<file path="src/rtl/rs_pkg.sv">
package rs_pkg;

    // Edge events derived from the sampled row clock and row sync
    typedef struct packed {
        logic rise;        // row clock rising edge this cycle
        logic sync_hi;     // sync level this cycle
        logic sync_start;  // sync went high this cycle
        logic sync_fall;   // sync went low this cycle
    } edge_ev_t;

    // Outcome of a finished sync pulse
    typedef struct packed {
        logic load;        // well framed: load the start row
        logic bad;         // badly framed: flag it
    } frame_ev_t;

    // Number of row-clock edges seen inside the current sync pulse
    typedef enum logic [1:0] {
        CNT_NONE = 2'd0,
        CNT_ONE  = 2'd1,
        CNT_MANY = 2'd2
    } edge_cnt_e;

    function automatic edge_cnt_e cnt_bump(input edge_cnt_e c);
        case (c)
            CNT_NONE: return CNT_ONE;
            default:  return CNT_MANY;
        endcase
    endfunction

endpackage

</file>
<file path="src/rtl/rs_edge_detect.sv">
module rs_edge_detect
    import rs_pkg::*;
(
    input  logic     clk,
    input  logic     rst,
    input  logic     row_clk_i,
    input  logic     row_sync_i,
    output edge_ev_t ev_o
);

    logic rclk_q;
    logic sync_q;

    always_ff @(posedge clk) begin
        if (rst) begin
            rclk_q <= 1'b0;
            sync_q <= 1'b0;
        end else begin
            rclk_q <= row_clk_i;
            sync_q <= row_sync_i;
        end
    end

    always_comb begin
        ev_o.rise       = row_clk_i & ~rclk_q;
        ev_o.sync_hi    = row_sync_i;
        ev_o.sync_start = row_sync_i & ~sync_q;
        ev_o.sync_fall  = ~row_sync_i & sync_q;
    end

endmodule

</file>
<file path="src/rtl/rs_sync_framer.sv">
module rs_sync_framer
    import rs_pkg::*;
(
    input  logic      clk,
    input  logic      rst,
    input  edge_ev_t  ev_i,
    output frame_ev_t fev_o,
    output logic      err_o
);

    edge_cnt_e cnt_q;
    edge_cnt_e cnt_d;
    logic      err_q;

    // Count rising edges seen while sync is high; a new pulse restarts it
    always_comb begin
        cnt_d = cnt_q;
        if (ev_i.sync_start) begin
            cnt_d = ev_i.rise ? CNT_ONE : CNT_NONE;
        end else if (ev_i.sync_hi && ev_i.rise) begin
            cnt_d = cnt_bump(cnt_q);
        end
    end

    always_comb begin
        fev_o.load = ev_i.sync_fall && (cnt_q == CNT_ONE);
        fev_o.bad  = ev_i.sync_fall && (cnt_q != CNT_ONE);
    end

    always_ff @(posedge clk) begin
        if (rst) begin
            cnt_q <= CNT_NONE;
            err_q <= 1'b0;
        end else begin
            cnt_q <= cnt_d;
            if (fev_o.bad) begin
                err_q <= 1'b1;
            end
        end
    end

    assign err_o = err_q;

endmodule

</file>
<file path="src/rtl/rs_start_reg.sv">
module rs_start_reg #(
    parameter int unsigned ADDR_W = 10
) (
    input  logic              clk,
    input  logic              rst,
    input  logic              wr_i,
    input  logic [ADDR_W-1:0] data_i,
    output logic [ADDR_W-1:0] start_o
);

    logic [ADDR_W-1:0] start_q;

    always_ff @(posedge clk) begin
        if (rst) begin
            start_q <= '0;
        end else if (wr_i) begin
            start_q <= data_i;
        end
    end

    assign start_o = start_q;

endmodule

</file>
<file path="src/rtl/rs_row_chain.sv">
module rs_row_chain
    import rs_pkg::*;
#(
    parameter int unsigned NROWS  = 1024,
    parameter int unsigned ADDR_W = 10
) (
    input  logic              clk,
    input  logic              rst,
    input  edge_ev_t          ev_i,
    input  frame_ev_t         fev_i,
    input  logic [ADDR_W-1:0] start_i,
    output logic [NROWS-1:0]  sel_o,
    output logic [ADDR_W-1:0] idx_o,
    output logic              valid_o
);

    localparam logic [ADDR_W:0]   ROWS_EXT = (ADDR_W+1)'(NROWS);
    localparam logic [ADDR_W-1:0] LAST_ROW = ADDR_W'(NROWS - 1);

    logic [NROWS-1:0]  sel_q;
    logic [NROWS-1:0]  load_vec;
    logic [ADDR_W-1:0] idx_q;
    logic              valid_q;
    logic              start_in_range;
    logic              advance;

    assign start_in_range = {1'b0, start_i} < ROWS_EXT;

    // One-hot decode of the start row, one comparator per select line
    for (genvar g = 0; g < NROWS; g++) begin : g_dec
        assign load_vec[g] = (start_i == ADDR_W'(g));
    end

    assign advance = ev_i.rise && !ev_i.sync_hi && !ev_i.sync_fall && valid_q;

    always_ff @(posedge clk) begin
        if (rst) begin
            sel_q   <= '0;
            idx_q   <= '0;
            valid_q <= 1'b0;
        end else if (fev_i.load) begin
            sel_q   <= load_vec;
            idx_q   <= start_i;
            valid_q <= start_in_range;
        end else if (advance) begin
            sel_q <= sel_q << 1;
            if (idx_q == LAST_ROW) begin
                valid_q <= 1'b0;
            end else begin
                idx_q <= idx_q + 1'b1;
            end
        end
    end

    assign sel_o   = sel_q;
    assign idx_o   = idx_q;
    assign valid_o = valid_q;

endmodule

</file>
<file path="src/rtl/row_select_sr.sv">
module row_select_sr
    import rs_pkg::*;
#(
    parameter int unsigned NROWS  = 1024,
    parameter int unsigned ADDR_W = $clog2(NROWS)
) (
    input  logic              clk,
    input  logic              rst,
    input  logic              row_clk_i,
    input  logic              row_sync_i,
    input  logic              start_wr_i,
    input  logic [ADDR_W-1:0] start_row_i,
    output logic [NROWS-1:0]  sel_o,
    output logic [ADDR_W-1:0] row_idx_o,
    output logic              row_valid_o,
    output logic              sync_err_o
);

    edge_ev_t          ev;
    frame_ev_t         fev;
    logic [ADDR_W-1:0] start_row;

    rs_edge_detect u_edge (
        .clk        (clk),
        .rst        (rst),
        .row_clk_i  (row_clk_i),
        .row_sync_i (row_sync_i),
        .ev_o       (ev)
    );

    rs_sync_framer u_framer (
        .clk   (clk),
        .rst   (rst),
        .ev_i  (ev),
        .fev_o (fev),
        .err_o (sync_err_o)
    );

    rs_start_reg #(.ADDR_W(ADDR_W)) u_start (
        .clk     (clk),
        .rst     (rst),
        .wr_i    (start_wr_i),
        .data_i  (start_row_i),
        .start_o (start_row)
    );

    rs_row_chain #(.NROWS(NROWS), .ADDR_W(ADDR_W)) u_chain (
        .clk     (clk),
        .rst     (rst),
        .ev_i    (ev),
        .fev_i   (fev),
        .start_i (start_row),
        .sel_o   (sel_o),
        .idx_o   (row_idx_o),
        .valid_o (row_valid_o)
    );

endmodule

</file>
<file path="config.mk">
export PLATFORM = sky130hd
export DESIGN_NAME = row_select_sr
export DESIGN_NICKNAME = d
export VERILOG_FILES = /design/src/rtl/rs_pkg.sv /design/src/rtl/rs_edge_detect.sv /design/src/rtl/rs_sync_framer.sv /design/src/rtl/rs_start_reg.sv /design/src/rtl/rs_row_chain.sv /design/src/rtl/row_select_sr.sv
export SDC_FILE = /design/constraint.sdc
export NUM_CORES = 2
export LEC_CHECK = 0
export BUFFER_PORTS_ARGS = -buffer_cell sky130_fd_sc_hd__buf_2
export CAP_MARGIN = 20
export CELL_PAD_IN_SITES_DETAIL_PLACEMENT = 0
export CELL_PAD_IN_SITES_GLOBAL_PLACEMENT = 2
export CORE_AREA = 2 2 408 410
export DETAILED_ROUTE_END_ITERATION = 10
export DIE_AREA = 0 0 410 412
export PLACE_DENSITY = 0.67
export SYNTH_ARGS = -nofsm -noshare
export SYNTH_HDL_FRONTEND = slang
export SYNTH_SLANG_ARGS = --single-unit
</file>
<file path="constraint.sdc">
create_clock -name clk -period 2.95 [get_ports clk]
set_input_delay 0 -clock clk [delete_from_list [all_inputs] [get_ports clk]]
set_output_delay 0 -clock clk [all_outputs]
set_load 0.01 [all_outputs]
</file>
==> results.txt <==
----------------------------------------------------
[Logic synthesis]
  Most numerous cell in the Yosys netlist ... nor2_1
  Number of warning messages in the yosys log ... 0
  Netlist cell types ... 45
  Yosys top cell area share ... 0.482
  Post-synthesis sequential element count ... 1050
  Mean area per synthesized cell ... 8.46 um2
  Gate Count Post-Synth ... 5153
  Synth async-reset ratio ... 0
  Commonest cells in the synthesized netlist ... nor2_1 (1302), dfxtp_1 (1050), a221oi_1 (1023), nor3_1 (1023), clkbuf_1 (456)
  Biggest area contributors in the synthesized netlist ... dfxtp_1 (48%), a221oi_1 (21%), nor3_1 (12%)
  Part of the Yosys area used for sequential elements ... 0.482
  Post-Synthesis Cell Area ... 0.0436 mm2
  Main flop type after synthesis ... dfxtp_1
  Number of synthesized flops with an enable pin ... 0
  Yosys top cell by area ... dfxtp_1
  Post-Synthesis Net Count ... 5169

[Global routing]
  Global-route usage over all layers ... 0.269
  Maximum number of pins on one net before global-route repair ... 130
  First-pass GRT wire length ... 338000 um
  Overflow left after global routing ... 0
  Number of global-route vias before repair ... 43600
  Antenna violations before repair ... 8

[Placement]
  Final weighted congestion in routability-driven placement ... 0.840
  Count of buffers from port buffering ... 1050
  Dpl ws ... 0.117 ns
  Final HPWL from detailed placement ... 166000 um
  Post-Place Cell Area ... 0.0514 mm2

[Setup path]
  Most common cell on crit path ... buf_4
  Cell with the largest stage delay on the worst path ... nand4bb_4
  Cell-by-cell listing of the critical path ... buf_4 -> nand4bb_4 -> buf_4 -> nor2_1 -> a221oi_1 -> nor3_1
  Crit Reg-Reg Startpoint ... u_start.start_o[1]
  Crit start category ... register
  Setup CP Type ... register to register
  Critical Path Max Stage Delay ... 0.66 ns
  Worst reg-to-reg setup slack ... 0.19 ns
  Nature of the critical path endpoint ... register
  Data arrival at the endpoint of the critical path ... 3.43 ns
  Critical Path Source ... u_start.start_o[1]
  Worst endpoint required time ... 3.62 ns
  Critical path peak fanout ... 13

[CTS]
  Post-CTS setup repair buffer count ... 0
  Maximum clock insertion buffer count ... 3
  TritonCTS clock tree ... built
  Htree depth ... 4
  Buffer cell driving the clock tree root ... clkbuf_16
  Clock latency reported for the late side of the worst-skew pair ... 0.77 ns
  Post-CTS Resized ... 0
  Inserted Clock Buffers ... 130
  Total clock sinks ... 1050
  Clock-pin slew on the worst setup and hold paths ... 0.06 ns

[Timing]
  Tightest slew margin relative to the limit ... 0.335
  Worst-case clock skew ... 0.0386 ns
  Fin crit period ... 2.76 ns
  Max-slew violations ... 0
  Slew at the pin closest to its max-slew limit ... 0.998 ns
  Final hold viol count ... 0
  Setup repair after global routing missed its margin ... no
  Worst setup slack after layout ... 0.188 ns
  Summed negative setup slack over all endpoints ... 0 ns
  Max Freq ... 362 MHz
  Final worst path period share ... 0.936
  Tightest hold margin ... 0.213 ns
  Final number of setup-violating endpoints ... 0

[Pwr]
  Leakage power ... 23.5 nW
  Pwr dens ... 591 mW/mm2
  Peak ir drop on the vdd network ... 540 uV

[Floorplanning]
  Initial standard-cell utilization of the core ... 0.265
  Placeable core area ... 0.164 mm2
  Die Area ... 0.169 mm2
  Boundary pin count ... 1051
  Floorplan row count ... 149
  Die X ... 410 um
  Die Span Y ... 412 um

[Drt]
  Routed length per instance ... 29.4 um
  Wire length reported by the detailed router ... 242000 um
  Via Count ... 47400
  First-iteration detailed-routing DRC count ... 5290
  Total iterations of the first detailed-routing run ... 6
  Remaining design rule violation count ... 0
  Vias per cell ... 5.77
  Remaining antenna violation count ... 0

[Hold path]
  Critical hold path startpoint ... row_sync_i
  Tightest Hold Check Type ... input port to register

[Status]
  Status ... finished, final reports clean

[Final layout]
  Layout area overhead ... 28.6%
  Share of final-layout standard cells stronger than drive strength 1 ... 0.243
  Post-route standard cell area excluding fillers ... 0.0561 mm2
  Final core utilization ... 0.341
  Area taken by flip-flops and latches ... 0.0210 mm2
  Area occupied by multi-input gates ... 0.0201 mm2
  Number of nets in the final layout ... 5926
  FILL cells ... 17200

[Job]
  Total of max-cap violations ... 0

----------------------------------------------------
-- worst max-delay path, delay by kind of cell, from the launching register on --
kind                   cells  cell delay [ns]
AOI/OAI and AO/OA          1             0.15
and+or+nand+nor            3             1.24
DFF                        1             0.58
buffers and inverters      2             0.71
-- registers in the layout, summed over array words and instances, names as in the netlist --
signal	cells
u_framer.err_o	1
u_chain.valid_o	1
u_start.start_o	10
u_edge.rclk_q	1
u_edge.sync_q	1
u_chain.idx_o	10
u_chain.sel_o	1024
u_framer.cnt_q	2
-- layout make-up --
class,instances,area share
tap,2189,0.0488
timing repair buffer,1264,0.139
sequential,1050,0.375
multi-input combinational,3461,0.358
clock inverter,33,0.00676
clock buffer,204,0.0717
inverter,3,0.000201
antenna,7,0.000312
-- report_power, final --
| group | internal, W | total, W | leakage [nW] | switching [W] |
|---|---|---|---|---|
| logic | 0.000570 | 0.00178 | 12.8 | 0.00121 |
| registers | 0.0144 | 0.0147 | 8.48 | 0.000300 |
| clock network | 0.00983 | 0.0166 | 2.18 | 0.00678 |
-- cell families (layout without fill, tap and decap cells) --
logic type	count (synthesis)	count (layout)	share of synthesized area
buffers and inverters	642	1504	0.0603
other	0	7	0
flip-flops	1050	1050	0.482
multiplexers	10	10	0.00230
adder cells (fa/ha/maj)	1	1	0.000287
AND/OR/NAND/NOR	2400	2400	0.245
AO/OA/AOI/OAI	1050	1050	0.210
-- metrics by stage --
step	cells	total power [W]
after floorplan	5153	0.0159
after global placement	7936	0.0168
after global routing	8206	0.0341
after detailed placement	7936	0.0168
final	8211	0.0331
after CTS	8204	0.0334
-- final timing paths --
path	end	depth (start not counted)
worst max register to register	u_chain.sel_o[938]	6
worst min register to register	u_chain.sel_o[1023]	2
worst min-delay path	u_framer.cnt_q[1]	3
worst max-delay path	u_chain.sel_o[938]	6
-- placed cells by master (no fill, tap or decap), types with 31 or more instances in the layout --
cell	count
dfxtp_1	1050
nor2_1	1302
clkbuf_16	136
clkbuf_8	36
a221oi_1	1023
dlygate4sd3_1	31
buf_12	68
clkbuf_1	32
nor3_1	1023
buf_4	115
buf_2	1049
-- what timing repair did --
item                       in CTS  in global routing
setup endpoints to repair       0                  0
hold buffers                   31                  0
hold endpoints to repair      120                  0
-- routing by layer --
layer,up-vias,track usage,part of all wire
li1,21000,-,-
met3,337,0.0567,0.071
met5,-,0,0
met4,0,0.102,0.041
met2,2039,0.432,0.47
met1,24000,0.352,0.42
No activity file was read; power rests on OpenSTA's default activity.
